### src/rtl/thrmon_pkg.sv
package thrmon_pkg;

    localparam int BUS_W  = 8;
    localparam int CODE_W = 16;
    localparam int TAG_W  = 8;

    localparam logic [7:0] A_STAT_LO = 8'h0A;
    localparam logic [7:0] A_STAT_HI = 8'h0B;
    localparam logic [7:0] A_COUNT   = 8'h0F;
    localparam logic [7:0] A_GEN     = 8'h46;
    localparam logic [7:0] A_CONV    = 8'h47;

    localparam int ARM_BIT   = 7;
    localparam int MEAS_BIT  = 7;
    localparam int HI_IE_BIT = 1;
    localparam int LO_IE_BIT = 0;

    typedef enum logic [2:0] {
        ACC_NONE,
        ACC_STLO,
        ACC_STHI,
        ACC_COUNT,
        ACC_GEN,
        ACC_CONV,
        ACC_SLOT
    } acc_e;

    typedef struct packed {
        logic [TAG_W-1:0]  src;
        logic [CODE_W-1:0] lo_lim;
        logic [CODE_W-1:0] hi_lim;
        logic [1:0]        ivl;
        logic [1:0]        cal;
        logic [3:0]        settle;
        logic              meas_en;
        logic              hi_ie;
        logic              lo_ie;
    } slot_t;

    function automatic slot_t slot_wr(slot_t s, logic [2:0] off, logic [BUS_W-1:0] d);
        slot_t r;
        r = s;
        case (off)
            3'd0: r.src          = d;
            3'd1: r.lo_lim[7:0]  = d;
            3'd2: r.lo_lim[15:8] = d;
            3'd3: r.hi_lim[7:0]  = d;
            3'd4: r.hi_lim[15:8] = d;
            3'd5: r.ivl          = d[1:0];
            3'd6: begin
                r.settle = d[3:0];
                r.cal    = d[5:4];
            end
            default: begin
                r.meas_en = d[MEAS_BIT];
                r.hi_ie   = d[HI_IE_BIT];
                r.lo_ie   = d[LO_IE_BIT];
            end
        endcase
        return r;
    endfunction

    function automatic logic [BUS_W-1:0] slot_rd(slot_t s, logic [2:0] off);
        logic [BUS_W-1:0] r;
        case (off)
            3'd0: r = s.src;
            3'd1: r = s.lo_lim[7:0];
            3'd2: r = s.lo_lim[15:8];
            3'd3: r = s.hi_lim[7:0];
            3'd4: r = s.hi_lim[15:8];
            3'd5: r = {6'b0, s.ivl};
            3'd6: r = {2'b0, s.cal, s.settle};
            default: r = {s.meas_en, 5'b0, s.hi_ie, s.lo_ie};
        endcase
        return r;
    endfunction

endpackage

### src/rtl/thrmon_decode.sv
module thrmon_decode
    import thrmon_pkg::*;
#(
    parameter int unsigned NCH       = 8,
    parameter logic [7:0]  SLOT_BASE = 8'h60,
    localparam int unsigned CH_W     = (NCH > 1) ? $clog2(NCH) : 1
) (
    input  logic [7:0]      addr,
    output acc_e            kind,
    output logic [CH_W-1:0] ch,
    output logic [2:0]      off
);
    localparam logic [8:0] SPAN = 9'(NCH * 8);

    logic [8:0] rel;

    always_comb begin
        rel  = {1'b0, addr} - {1'b0, SLOT_BASE};
        ch   = rel[3 +: CH_W];
        off  = rel[2:0];
        kind = ACC_NONE;
        if (addr >= SLOT_BASE && rel < SPAN) begin
            kind = ACC_SLOT;
        end else begin
            case (addr)
                A_STAT_LO: kind = ACC_STLO;
                A_STAT_HI: kind = ACC_STHI;
                A_COUNT:   kind = ACC_COUNT;
                A_GEN:     kind = ACC_GEN;
                A_CONV:    kind = ACC_CONV;
                default:   kind = ACC_NONE;
            endcase
        end
    end
endmodule

### src/rtl/thrmon_chan.sv
module thrmon_chan
    import thrmon_pkg::*;
(
    input  logic              clk,
    input  logic              rst,
    input  logic              armed,
    input  logic              res_valid,
    input  logic [TAG_W-1:0]  res_tag,
    input  logic [CODE_W-1:0] res_code,
    input  logic              wr_en,
    input  logic [2:0]        wr_off,
    input  logic [BUS_W-1:0]  wr_data,
    input  logic              clr_lo,
    input  logic              clr_hi,
    output slot_t             cfg,
    output logic              st_lo,
    output logic              st_hi,
    output logic              evt
);
    slot_t cfg_q, cfg_d;
    logic  st_lo_q, st_hi_q;
    logic  match, trip_lo, trip_hi;

    always_comb begin
        cfg_d   = wr_en ? slot_wr(cfg_q, wr_off, wr_data) : cfg_q;
        match   = res_valid && armed && cfg_q.meas_en && (cfg_q.src == res_tag);
        trip_lo = match && (res_code < cfg_q.lo_lim);
        trip_hi = match && (res_code > cfg_q.hi_lim);
    end

    always_ff @(posedge clk) begin
        if (rst) begin
            cfg_q   <= '0;
            st_lo_q <= 1'b0;
            st_hi_q <= 1'b0;
        end else begin
            cfg_q   <= cfg_d;
            // a set in the same cycle as a clear wins; disabling wipes both
            st_lo_q <= cfg_d.meas_en && ((st_lo_q && !clr_lo) || trip_lo);
            st_hi_q <= cfg_d.meas_en && ((st_hi_q && !clr_hi) || trip_hi);
        end
    end

    assign cfg   = cfg_q;
    assign st_lo = st_lo_q;
    assign st_hi = st_hi_q;
    assign evt   = cfg_q.meas_en && ((st_lo_q && cfg_q.lo_ie) || (st_hi_q && cfg_q.hi_ie));

    // no status survives while measurement is off
    a_r8_status_needs_meas: assert property (@(posedge clk) disable iff (rst)
        !cfg_q.meas_en |-> (!st_lo_q && !st_hi_q));

    // disarmed block never raises a status bit
    a_r3_no_set_disarmed: assert property (@(posedge clk) disable iff (rst)
        (!armed && !st_lo_q && !st_hi_q) |=> (!st_lo_q && !st_hi_q));

    // without a matching result or a bus access the status is frozen
    a_r4_idle_stable: assert property (@(posedge clk) disable iff (rst)
        (!match && !wr_en && !clr_lo && !clr_hi) |=> ($stable(st_lo_q) && $stable(st_hi_q)));

    // a trip with no slot write lands in the status bit
    a_r5_low_trip: assert property (@(posedge clk) disable iff (rst)
        (trip_lo && !wr_en) |=> st_lo_q);
    a_r6_high_trip: assert property (@(posedge clk) disable iff (rst)
        (trip_hi && !wr_en) |=> st_hi_q);

    // a clear without a new trip empties the bit
    a_r7_w1c_clears: assert property (@(posedge clk) disable iff (rst)
        (clr_lo && !trip_lo) |=> !st_lo_q);
endmodule

### src/rtl/thrmon_top.sv
module thrmon_top
    import thrmon_pkg::*;
#(
    parameter int unsigned NCH       = 8,
    parameter logic [7:0]  SLOT_BASE = 8'h60
) (
    input  logic              clk,
    input  logic              rst,
    input  logic [7:0]        bus_addr,
    input  logic [BUS_W-1:0]  bus_wdata,
    input  logic              bus_we,
    input  logic              bus_re,
    output logic [BUS_W-1:0]  bus_rdata,
    input  logic              res_valid,
    input  logic [TAG_W-1:0]  res_tag,
    input  logic [CODE_W-1:0] res_code,
    output logic              irq
);
    // status bitmaps are one byte wide, so NCH is limited to BUS_W
    localparam int unsigned CH_W = (NCH > 1) ? $clog2(NCH) : 1;

    acc_e            kind;
    logic [CH_W-1:0] ch;
    logic [2:0]      off;
    logic            gen_en_q, conv_q, armed;
    logic [NCH-1:0]  st_lo_v, st_hi_v, evt_v;
    slot_t           cfg_a [NCH];
    logic [BUS_W-1:0] rd_mux, rdata_q;

    thrmon_decode #(.NCH(NCH), .SLOT_BASE(SLOT_BASE)) u_dec (
        .addr (bus_addr),
        .kind (kind),
        .ch   (ch),
        .off  (off)
    );

    always_ff @(posedge clk) begin
        if (rst) begin
            gen_en_q <= 1'b0;
            conv_q   <= 1'b0;
        end else if (bus_we) begin
            if (kind == ACC_GEN)  gen_en_q <= bus_wdata[ARM_BIT];
            if (kind == ACC_CONV) conv_q   <= bus_wdata[ARM_BIT];
        end
    end

    assign armed = gen_en_q && conv_q;

    for (genvar i = 0; i < NCH; i++) begin : g_ch
        thrmon_chan u_ch (
            .clk       (clk),
            .rst       (rst),
            .armed     (armed),
            .res_valid (res_valid),
            .res_tag   (res_tag),
            .res_code  (res_code),
            .wr_en     (bus_we && kind == ACC_SLOT && ch == CH_W'(i)),
            .wr_off    (off),
            .wr_data   (bus_wdata),
            .clr_lo    (bus_we && kind == ACC_STLO && bus_wdata[i]),
            .clr_hi    (bus_we && kind == ACC_STHI && bus_wdata[i]),
            .cfg       (cfg_a[i]),
            .st_lo     (st_lo_v[i]),
            .st_hi     (st_hi_v[i]),
            .evt       (evt_v[i])
        );
    end

    always_comb begin
        case (kind)
            ACC_STLO:  rd_mux = BUS_W'(st_lo_v);
            ACC_STHI:  rd_mux = BUS_W'(st_hi_v);
            ACC_COUNT: rd_mux = BUS_W'(NCH);
            ACC_GEN:   rd_mux = {gen_en_q, 7'b0};
            ACC_CONV:  rd_mux = {conv_q, 7'b0};
            ACC_SLOT:  rd_mux = slot_rd(cfg_a[ch], off);
            default:   rd_mux = '0;
        endcase
    end

    always_ff @(posedge clk) begin
        if (rst)         rdata_q <= '0;
        else if (bus_re) rdata_q <= rd_mux;
    end

    assign bus_rdata = rdata_q;
    assign irq       = |evt_v;

    // the interrupt always has a latched status behind it
    a_r9_irq_has_status: assert property (@(posedge clk) disable iff (rst)
        irq |-> ((st_lo_v | st_hi_v) != '0));

    // with no bus write the interrupt cannot drop
    a_r10_irq_holds: assert property (@(posedge clk) disable iff (rst)
        (irq && !bus_we) |=> irq);
endmodule

### config.mk
export PLATFORM = sky130hd
export DESIGN_NAME = thrmon_top
export DESIGN_NICKNAME = d
export VERILOG_FILES = /design/src/rtl/thrmon_pkg.sv /design/src/rtl/thrmon_decode.sv /design/src/rtl/thrmon_chan.sv /design/src/rtl/thrmon_top.sv
export SDC_FILE = /design/constraint.sdc
export NUM_CORES = 1
export LEC_CHECK = 0
export ABC_AREA = 1
export BUFFER_PORTS_ARGS = -buffer_cell sky130_fd_sc_hd__buf_4
export CORE_ASPECT_RATIO = 1.2
export CORE_MARGIN = 5
export CORE_UTILIZATION = 55
export DETAILED_ROUTE_END_ITERATION = 16
export PLACE_DENSITY = 0.71
export SETUP_SLACK_MARGIN = 0.1
export SYNTH_ARGS = -nofsm -noshare
export SYNTH_HDL_FRONTEND = slang
export SYNTH_SLANG_ARGS = --single-unit
### constraint.sdc
create_clock -name clk -period 4.8 [get_ports clk]
set_clock_uncertainty 0.1 [all_clocks]
set_input_delay 0.96 -clock clk [delete_from_list [all_inputs] [get_ports clk]]
set_output_delay 0.96 -clock clk [all_outputs]
set_load 0.005 [all_outputs]
# Yosys cells after proc, flatten, opt, wreduce, memory -nomap -nowiden

Index checks and enable logic that the tools add are counted.

$add $sub $neg: 1
Order comparisons: 19
Equality and inequality tests: 32
Mux-type cells: 23
Bitwise gates (word level): 2
Reductions and logical operators: 228

Operators with widths:

| operator                                                                     | number |
|---|---|
| 51-bit binary-select mux with 3-bit select                                   | 1 |
| 2-bit AND reduction                                                          | 66 |
| 16-bit greater-than comparator                                               | 8 |
| 16-bit less-than comparator                                                  | 8 |
| 1-bit logical AND                                                            | 118 |
| 51-bit 2-to-1 mux                                                            | 2 |
| 8-bit == test                                                                | 8 |
| 8-bit case mux with 7 select lines                                           | 1 |
| 3-bit 2-to-1 mux                                                             | 17 |
| 8-bit case mux with 6 select lines                                           | 1 |
| 3-bit == test, second input constant                                         | 10 |
| 8-bit by 4-bit == test with 1-bit output, second input constant              | 3 |
| 1-bit logical OR                                                             | 24 |
| 3-bit by 2-bit == test with 1-bit output, second input constant              | 6 |
| 8-bit by 7-bit == test with 1-bit output, second input constant              | 2 |
| 1-bit logical NOT                                                            | 16 |
| 3-bit case mux with 5 select lines                                           | 1 |
| 3-bit by 1-bit == test with 1-bit output, second input constant              | 3 |
| 9-bit by 7-bit less-than comparator with 1-bit output, second input constant | 1 |
| 8-bit by 7-bit subtractor with 9-bit output, second input constant           | 1 |
| 8-bit by 7-bit >= comparator with 1-bit output, second input constant        | 1 |
| 8-bit OR reduction                                                           | 1 |
| 7-bit OR reduction                                                           | 1 |
| 3-bit logical NOT                                                            | 2 |
| 3 further kinds                                                              | 3 |

Flip-flop bits (word level): 434
Logic and storage cells: 412

# Depth between registers and ports, before layout

Gate-level depths: netlist of the first run.

Depth after elaboration: 11
Mapped depth: 15
Depth with buffers taken out: 13

# Hierarchy

A second synthesis of the first run with hierarchy kept.

Cells, all modules: 4,464
Area, all modules: 28,696.3 µm²

Modules (own cells, without submodules):

| module        | times used | cells an instance | area each (µm²) |
|---|---|---|---|
| thrmon_chan   | 8          | 409               | 2,932.8 |
| thrmon_top    | 1          | 1,149             | 5,003.5 |
| thrmon_decode | 1          | 43                | 230.2 |

# Worst setup path before layout of the first run

Ideal clock, no wire load.

Path kind: in2reg
Start: in bus_addr[5]
End: reg g_ch[7].u_ch.cfg_q (netlist bit g_ch[7].u_ch.cfg[25])
Data arrival time: 2,723 ps
Setup slack: 1,907 ps
Cell stages on the path: 12
Buffers on the path: 2
Cells stage by stage: ha_1 inv_1 ha_1 nor3b_1 nand2_1 nor2_4 buf_6 nand3_4 nor2_4 buf_4 o21ai_1 a21oi_1

Longest elaborated chain between the ends: 8
Elaborated cells between the ends (all ways): 16

RTL lines:

| item                                                  | line                | source |
|---|---|---|
| start: declaration                                    | thrmon_top.sv:9     | `input logic [7:0] bus_addr,` |
| 8-bit by 7-bit subtractor with 9-bit output           | thrmon_decode.sv:18 | `rel = {1'b0, addr} - {1'b0, SLOT_BASE};` |
| 9-bit by 7-bit less-than comparator with 1-bit output | thrmon_decode.sv:22 | `if (addr >= SLOT_BASE && rel < SPAN) begin` |
| 1-bit logical AND                                     | thrmon_decode.sv:22 |  |
| 3-bit 2-to-1 mux                                      | thrmon_decode.sv:22 |  |
| 3-bit == test                                         | thrmon_top.sv:57    | `.wr_en (bus_we && kind == ACC_SLOT && ch == CH_W'(i)),` |
| 1-bit logical AND                                     | thrmon_top.sv:57    |  |
| 1-bit logical AND (*)                                 | thrmon_top.sv:57    |  |
| 2-bit AND reduction (no line) (*)                     | n/a                 |  |
| end signal: assignment                                | thrmon_chan.sv:37   | `cfg_q <= cfg_d;` |
| end: declaration                                      | thrmon_chan.sv:20   | `slot_t cfg_q, cfg_d;` |

Mark *: on every way between the ends. The rest lies on a longest branch, timed or not.
A chain may end at the register's enable or synchronous reset.

# Worst setup path after layout of the first run

Start: in bus_addr[5]
End: reg g_ch[1].u_ch.cfg_q (netlist bit g_ch[1].u_ch.cfg[25])

Longest elaborated chain between the ends: 8
Elaborated cells between the ends (all ways): 16

RTL lines:

| item                                                  | line |
|---|---|
| 8-bit by 7-bit subtractor with 9-bit output           | thrmon_decode.sv:18 |
| 9-bit by 7-bit less-than comparator with 1-bit output | thrmon_decode.sv:22 |
| 1-bit logical AND                                     | thrmon_decode.sv:22 |
| 3-bit 2-to-1 mux                                      | thrmon_decode.sv:22 |
| 3-bit == test                                         | thrmon_top.sv:57 |
| 1-bit logical AND                                     | thrmon_top.sv:57 |
| 1-bit logical AND (*)                                 | thrmon_top.sv:57 |
| 2-bit AND reduction (no line) (*)                     | n/a |
| end signal: assignment                                | thrmon_chan.sv:37 |
| end: declaration                                      | thrmon_chan.sv:20 |

Marks and branches as above.

==> reports/metrics.cfg, run 1 <==
[worst_hold_path]
hold-path-cell-count = 2
min_from = bus_rdata[1]
hold_path.class = reg -> reg
min_to = bus_rdata[1]

[synthesis]
syn_area_sq_mm = 0.0261
synth_area_leader_cell = dfxtp_1
yosysUniqueCellTypes = 44
syn_avg_cell_area_sq_um = 6.88
synthCells = 3800
synth_seq_area_share_pct = 33.3
yosys_warnings = 0
syn_nets = 4096
synthTopCellsByArea = dfxtp_1, ha_1, a21oi_1
synth_seq_cells = 434
synth_top_area_share_pct = 33.3

[pwr]
combPwrFrac_pct = 10.0
swShare_pct = 26.5
p_seq_share_pct = 42.6
p_clk_share_pct = 47.4
ir_drop_mv = 0.277
leakagePower_nw = 11.4
p_per_area_mw_per_mm2 = 297
p_switching_mw = 2.25
intPower_mw = 6.23

[worst_setup_path]
r2r_slack_ns = 2.37
cp_slowest_cell = nor2_2
critPathRequiredTime_ns = 5.21
worst-setup-path-type = in -> reg
cp-startpoint = bus_addr[5]
cp.arrival_ns = 3.98
r2r_cells = 7
crit_chain = buf_4 > buf_4 > a21oi_1 > nor3b_1 > nand2_1 > nor2_4 > nand3_2 > nor2_2 > o21ai_0 > a21oi_1
crit_buf_inv = 2
rr_startpoint = gen_en_q
cp_top_family = simple AND/OR/NAND/NOR gates
endpoint_kind = flop
critPathMaxFanout = 25
timing.rr.end = g_ch[5].u_ch.st_hi
start_kind = input pin
cp_slowest_stage_delay_ns = 0.64

[clock_network]
cts_hold_buf = 0
ctsResizeCount = 0
clk_pin_slew_ns = 0.06
postCtsSetupBuffers = 0
clock_latency_ns = 0.61
clockBufferDepth = 3
cts_sinks = 434
tritoncts = yes
h-tree-depth = 2
cts-root-buf = clkbuf_16
cts_made_buffers = 48

[timing]
period_minus_slack_ns = 3.56
layout_worst_path_cycle_share_pct = 74.2
rsz0062_at_grt = false
setup_violations = 0
max_freq_mhz = 281
finalHoldViolations = 0
tightest_slew_ns = 1.02
setup_tns_ns = 0
drv_slew = 0
slew_headroom_pct = 32.2

[floorplanning]
num_rows = 87
die_w_um = 209
core_area_sq_mm = 0.0470
die-area_sq_mm = 0.0520
die_h_um = 249
io_pins = 54
start_util_pct = 55.6

[global_route]
grt_usage_pct = 35.3
antenna_found_initial = 5
grt_overflow = 0
first_global_vias = 24773
grt_pass1_wl_um = 145000
grt_max_degree = 141

[detailed_routing]
drt-total-wl_um = 95700
drc = 0
vias = 26252
via_per_inst = 5.96
drtIter0Drc = 2427
routed_wire_length_per_instance_um = 21.7
dr.pass1.iters = 6
ant_nets = 0

[cells_and_area]
fillers = 4584
drive_gt1_share_pct = 7.01
multi_input_area_sq_mm = 0.0149
fin_nets = 4037
syn_to_final_growth_pct = 9.17
register_area_sq_mm = 0.00869
fin_area_sq_mm = 0.0285

[placement]
gp_congestion = 1.02
place_hpwl_um = 64200
place_area_sq_mm = 0.0268
io_buffers = 53

[run]
max_cap_violations = 0

[run_status]
status = finished, final reports clean

-- tightest hold or removal path, cell delays in order (launching register included) --
cell and delay [ns]:
dfxtp_1 0.31, nand2_1 0.06, a21oi_1 0.06
-- logic make-up (layout without fill, tap and decap cells) --
kind of cell	Yosys count	in the layout	share of synthesized area, %
buffers and inverters	626	607	9.67
DFF	434	434	33.3
adders and majority gates	251	251	12.0
other	0	1	0
and+or+nand+nor	1296	1296	21.3
AOI/OAI and AO/OA	1162	1162	22.7
xor gates and xnor gates	31	31	1.04
-- Yosys cell counts (all sizes together) --
cell / instances
nand2: 743
a21oi: 582
o21ai: 529
dfxtp: 434
inv: 405
nor2: 283
ha: 251
nand3: 164
clkbuf: 141
buf: 77
nand4: 50
xor2: 24
nor4: 20
nor3: 19
o22ai: 12
o21a: 11
a21boi: 7
xnor2: 7
o211ai: 6
or2: 6
a211oi: 5
a31oi: 3
clkinv: 3
a21o: 2
a22oi: 2
and2: 2
and3: 2
nand3b: 2
nor3b: 2
a221oi: 1
nor2b: 1
nor4b: 1
o211a: 1
o21bai: 1
or3: 1
-- power by group through the flow --
stage | clock network, mW | logic, mW | registers [mW]
after floorplan | 0 | 0.474 | 3.69
after global placement | 0 | 0.816 | 3.69
after detailed placement | 0 | 0.824 | 3.69
after CTS | 4.05 | 0.828 | 3.61
after global routing | 4.21 | 0.909 | 3.61
final | 4.02 | 0.849 | 3.61
-- worst max path at each step --
stage,depth (start not counted),to
floorplan,12,g_ch[7].u_ch.cfg[25]
finish,10,g_ch[1].u_ch.cfg[25]
detailed placement,11,g_ch[1].u_ch.cfg[6]
global route,11,g_ch[1].u_ch.cfg[5]
CTS,11,g_ch[1].u_ch.cfg[5]
global placement,11,g_ch[1].u_ch.cfg[3]
-- routing by layer --
layer | share of wire, % | vias up | global-route usage [%]
met5 | 0.026 | - | 0
met4 | 7.2 | 4 | 22.4
met3 | 9.4 | 356 | 6.37
met2 | 45 | 1290 | 56.5
met1 | 38 | 12034 | 43.8
li1 | - | 12568 | -
-- stage by stage --
stage          hold slack [ns]  power (mW)  worst slack [ns]  std cells  util (%)
6_report                 0.375        8.48              1.24       4405      60.7
3_3_place_gp             0.360        4.51             0.742       4314      57.0
4_1_cts                  0.374        8.49              1.35       4404      60.6
5_1_grt                  0.404        8.73             0.925       4404      60.6
2_1_floorplan            0.352        4.16              1.91       3800         -
3_5_place_dp             0.365        4.51             0.749       4314      57.0
-- cells in the final DEF, fill, tap and decap left out, types with 5 or more instances in the layout --
cell	netlist	final
nor2_4	16	18
a21boi_0	7	7
clkinv_2	0	9
or2_2	6	6
clkbuf_1	141	7
a211oi_1	5	5
nor2_1	242	240
nand3_1	156	156
dfxtp_1	434	434
xnor2_1	7	7
nand2_1	743	743
o22ai_1	12	12
buf_4	4	104
nor2_2	25	25
ha_1	251	251
buf_12	0	5
a21oi_1	582	582
inv_2	5	15
nand4_1	50	50
xor2_1	24	24
o211ai_1	6	6
nor4_1	20	20
o21ai_1	35	35
clkbuf_16	0	49
o21a_1	11	11
o21ai_0	494	494
bufinv_16	0	6
clkbuf_8	0	13
inv_1	400	391
nor3_1	19	19
-- sequential cells by signal, indices dropped and copies added (netlist names) --
register         count
g_ch.u_ch.st_lo      8
g_ch.u_ch.cfg      408
gen_en_q             1
g_ch.u_ch.st_hi      8
bus_rdata            8
conv_q               1
-- final cells by class --
class	count	area share, %
timing repair buffer	109	3.09
clock inverter	21	0.956
sequential	434	30.5
inverter	408	5.40
multi-input combinational	2740	52.3
clock buffer	69	5.02
tap	623	2.73
antenna	1	0.00877
(Power assumes the default switching activity.)
==> run 2: changes to the inputs <==
--- a/config.mk
+++ b/config.mk
@@ -5,13 +5,13 @@
 export SDC_FILE = /design/constraint.sdc
 export NUM_CORES = 1
 export LEC_CHECK = 0
-export ABC_AREA = 1
+export ABC_AREA = 0
 export BUFFER_PORTS_ARGS = -buffer_cell sky130_fd_sc_hd__buf_4
 export CORE_ASPECT_RATIO = 1.2
 export CORE_MARGIN = 5
 export CORE_UTILIZATION = 55
 export DETAILED_ROUTE_END_ITERATION = 16
-export PLACE_DENSITY = 0.71
+export PLACE_DENSITY = 0.74
 export SETUP_SLACK_MARGIN = 0.1
 export SYNTH_ARGS = -nofsm -noshare
 export SYNTH_HDL_FRONTEND = slang
==> constraint.sdc (replaced) <==
create_clock -name clk -period 2.9 [get_ports clk]
set_clock_uncertainty 0.1 [all_clocks]
set_input_delay 0.58 -clock clk [delete_from_list [all_inputs] [get_ports clk]]
set_output_delay 0.58 -clock clk [all_outputs]
set_load 0.005 [all_outputs]
==> run 2 against run 1 <==
  * Setup slack lost 0.87 ns
  * Core utilization rose by 2.6 points
  * Sequential share of layout area fell by 2.0 points
  * Hold slack worse by 0.14 ns
  * Power is 62% higher
  * Global-route usage is 2.3 points higher
  * Flip-flop and latch count unchanged
  * Final cell count down 7.9%
  * Design area grew 6.9%
  * Routed wire length increased by 7.9%
  * Non-clock buffer count rose by 158
  * Critical path depth decreased by 2
==> reports/metrics.cfg, run 2 <==
[synthesis]
synth_enable_flop_cells = 0
synthTopCellsByArea = dfxtp_1, ha_1, a21oi_1
async_reset_ff_share_pct = 0
synth_most_common_cell = nand2_1
synth_area_leader_cell = dfxtp_1
synth_seq_area_share_pct = 32.3
synthSimpleGateAreaFrac_pct = 20.4
yosys_warnings = 0
syn_nets = 3616
synthCells = 3320
yosysUniqueCellTypes = 76
synthTopCellsByCount = nand2_1, a21oi_1, dfxtp_1
muxShareOfSynthArea_pct = 9.80
syn_avg_cell_area_sq_um = 8.09
synth_top_family_by_area = simple AND/OR/NAND/NOR gates
synth-main-ff-cell = dfxtp_1
synth-xor-area-share_pct = 1.99
synth_top_area_share_pct = 32.3
synth_seq_cells = 434
synth_fa_ha_area_share_pct = 11.7
syn_area_sq_mm = 0.0269
synth_compound_area_share_pct = 16.0

[worst_setup_path]
crit_buf_inv = 3
path_common_cell = buf_4
cp_slowest_stage_delay_ns = 0.54
crit_chain = buf_6 > buf_4 > mux4_2 > mux2i_1 > buf_4 > a211o_1 > a31oi_1 > a221o_1
critPathMaxFanout = 35
cp_top_family = buffers and inverters
cp.arrival_ns = 2.90
cp_slowest_cell = mux4_2
worst-setup-path-type = in -> reg
start_kind = input pin
critPathRequiredTime_ns = 3.27
endpoint_kind = flop

[clock_network]
cts_sinks = 434
cts_made_buffers = 48
cts_hold_buf = 0
cts-root-buf = clkbuf_16
tritoncts = yes
postCtsSetupBuffers = 0
h-tree-depth = 2
clockBufferDepth = 3
ctsResizeCount = 0
clock_latency_ns = 0.61
clk_pin_slew_ns = 0.07

[detailed_routing]
dr.pass1.iters = 7
routed_wire_length_per_instance_um = 25.5
drc = 0
drtIter0Drc = 3449
ant_nets = 0
drt-total-wl_um = 103000
via_per_inst = 6.61
vias = 26814

[global_route]
grt_max_degree = 195
antenna_found_initial = 3
grt_usage_pct = 37.6
grt_overflow = 0
grt_pass1_wl_um = 155000
first_global_vias = 26017

[timing]
layout_worst_path_cycle_share_pct = 87.2
finalHoldViolations = 0
slew_headroom_pct = 31.3
rsz0062_at_grt = false
finalHoldWorstSlack_ns = 0.235
period_minus_slack_ns = 2.53
max_freq_mhz = 395
setup_violations = 0
tightest_slew_ns = 1.03
drv_slew = 0
layout_setup_ws_ns = 0.370

[pwr]
leakagePower_nw = 10.6
ir_drop_mv = 0.466
p_per_area_mw_per_mm2 = 450
p_total_mw = 13.7

[placement]
dp_worst_setup_slack_ns = -0.138
gp_congestion = 1.03
place_hpwl_um = 74200
place_area_sq_mm = 0.0289
io_buffers = 53

[run]
max_cap_violations = 0

[floorplanning]
num_rows = 88
io_pins = 54
die-area_sq_mm = 0.0534
die_h_um = 252
start_util_pct = 55.7
core_area_sq_mm = 0.0482
die_w_um = 212

[cells_and_area]
fin_nets = 3690
fin_area_sq_mm = 0.0305
syn_to_final_growth_pct = 13.4
final_cell_mix = nand2_1, a21oi_1, dfxtp_1
fillers = 4113
largest_register_ff_count = 408
final_common_cell = nand2_1
drive_gt1_share_pct = 13.8

[run_status]
status = finished, final reports clean

[worst_hold_path]
hold_path.class = in -> reg

## run 2: changes by cell type after synthesis, moves of 92 or more
cell | before | now
nand2_1 | 743 | 510
nand3_1 | 156 | 430
nor2_1 | 242 | 75
a21oi_1 | 582 | 465
mux4_2 | 0 | 92
o21ai_0 | 494 | 57
inv_1 | 400 | 264
## run 2: where the power goes
group          internal [mW]  switching, mW  leakage [nW]  total, mW
registers               5.97        0.00733          3.49       5.97
clock network           3.60           2.60         0.774       6.20
logic                  0.521           1.02          6.38       1.54
total                   10.1           3.62          10.6       13.7
## run 2: logic make-up (layout without fill, tap and decap cells)
group / Yosys count / after routing
and+or+nand+nor: 1185 / 1185
AOI/OAI and AO/OA: 734 / 734
buffers and inverters: 508 / 616
DFF: 434 / 434
adders and majority gates: 251 / 251
muxes: 147 / 147
xor gates and xnor gates: 61 / 61
other: 0 / 1
## run 2: layout make-up
cell class / count / area, sq um / share of cell area (%)
Tap cell: 630 / 788 / 2.59
Inverter: 265 / 995 / 3.26
Multi-Input combinational cell: 2378 / 16200 / 53.0
Timing Repair Buffer: 267 / 2280 / 7.49
Clock buffer: 72 / 1440 / 4.73
Antenna cell: 1 / 2.50 / 0.00821
Sequential cell: 434 / 8690 / 28.5
Clock inverter: 12 / 124 / 0.406
## run 2: stage by stage
stage          utilization, %  cells  setup TNS, ns
2_1_floorplan               -   3320              0
3_3_place_gp             60.0   3974         -0.320
3_5_place_dp             60.0   3974          -1.87
4_1_cts                  63.2   4058              0
5_1_grt                  63.2   4058              0
6_report                 63.2   4059              0
## run 2: routing by layer
metal,GRT usage [%],vias up,routed length [um]
li1,-,11894,-
met1,45.1,12632,36700
met2,58.4,1760,45400
met3,8.78,524,11300
met4,28.2,4,9870
met5,0,-,21
## run 2: worst register-to-register path: cells and delay by family, from the launching register on
kind | cells | cell delay (ns)
AND/OR/NAND/NOR | 3 | 1.10
buffers and inverters | 2 | 0.42
flip-flops | 1 | 0.34
AO/OA/AOI/OAI | 2 | 0.29
XOR/XNOR | 1 | 0.17
## run 2: path summary, 6_finish.rpt
kind	startpoint	endpoint	slack, ns	depth (start not counted)
setup / recovery	bus_addr[4]	bus_rdata[0]	0.37	8
hold / removal	bus_re	bus_rdata[6]	0.23	3
hold reg to reg	g_ch[1].u_ch.cfg[10]	g_ch[1].u_ch.cfg[10]	0.35	2
setup reg to reg	g_ch[1].u_ch.cfg[49]	g_ch[1].u_ch.st_hi	0.39	8
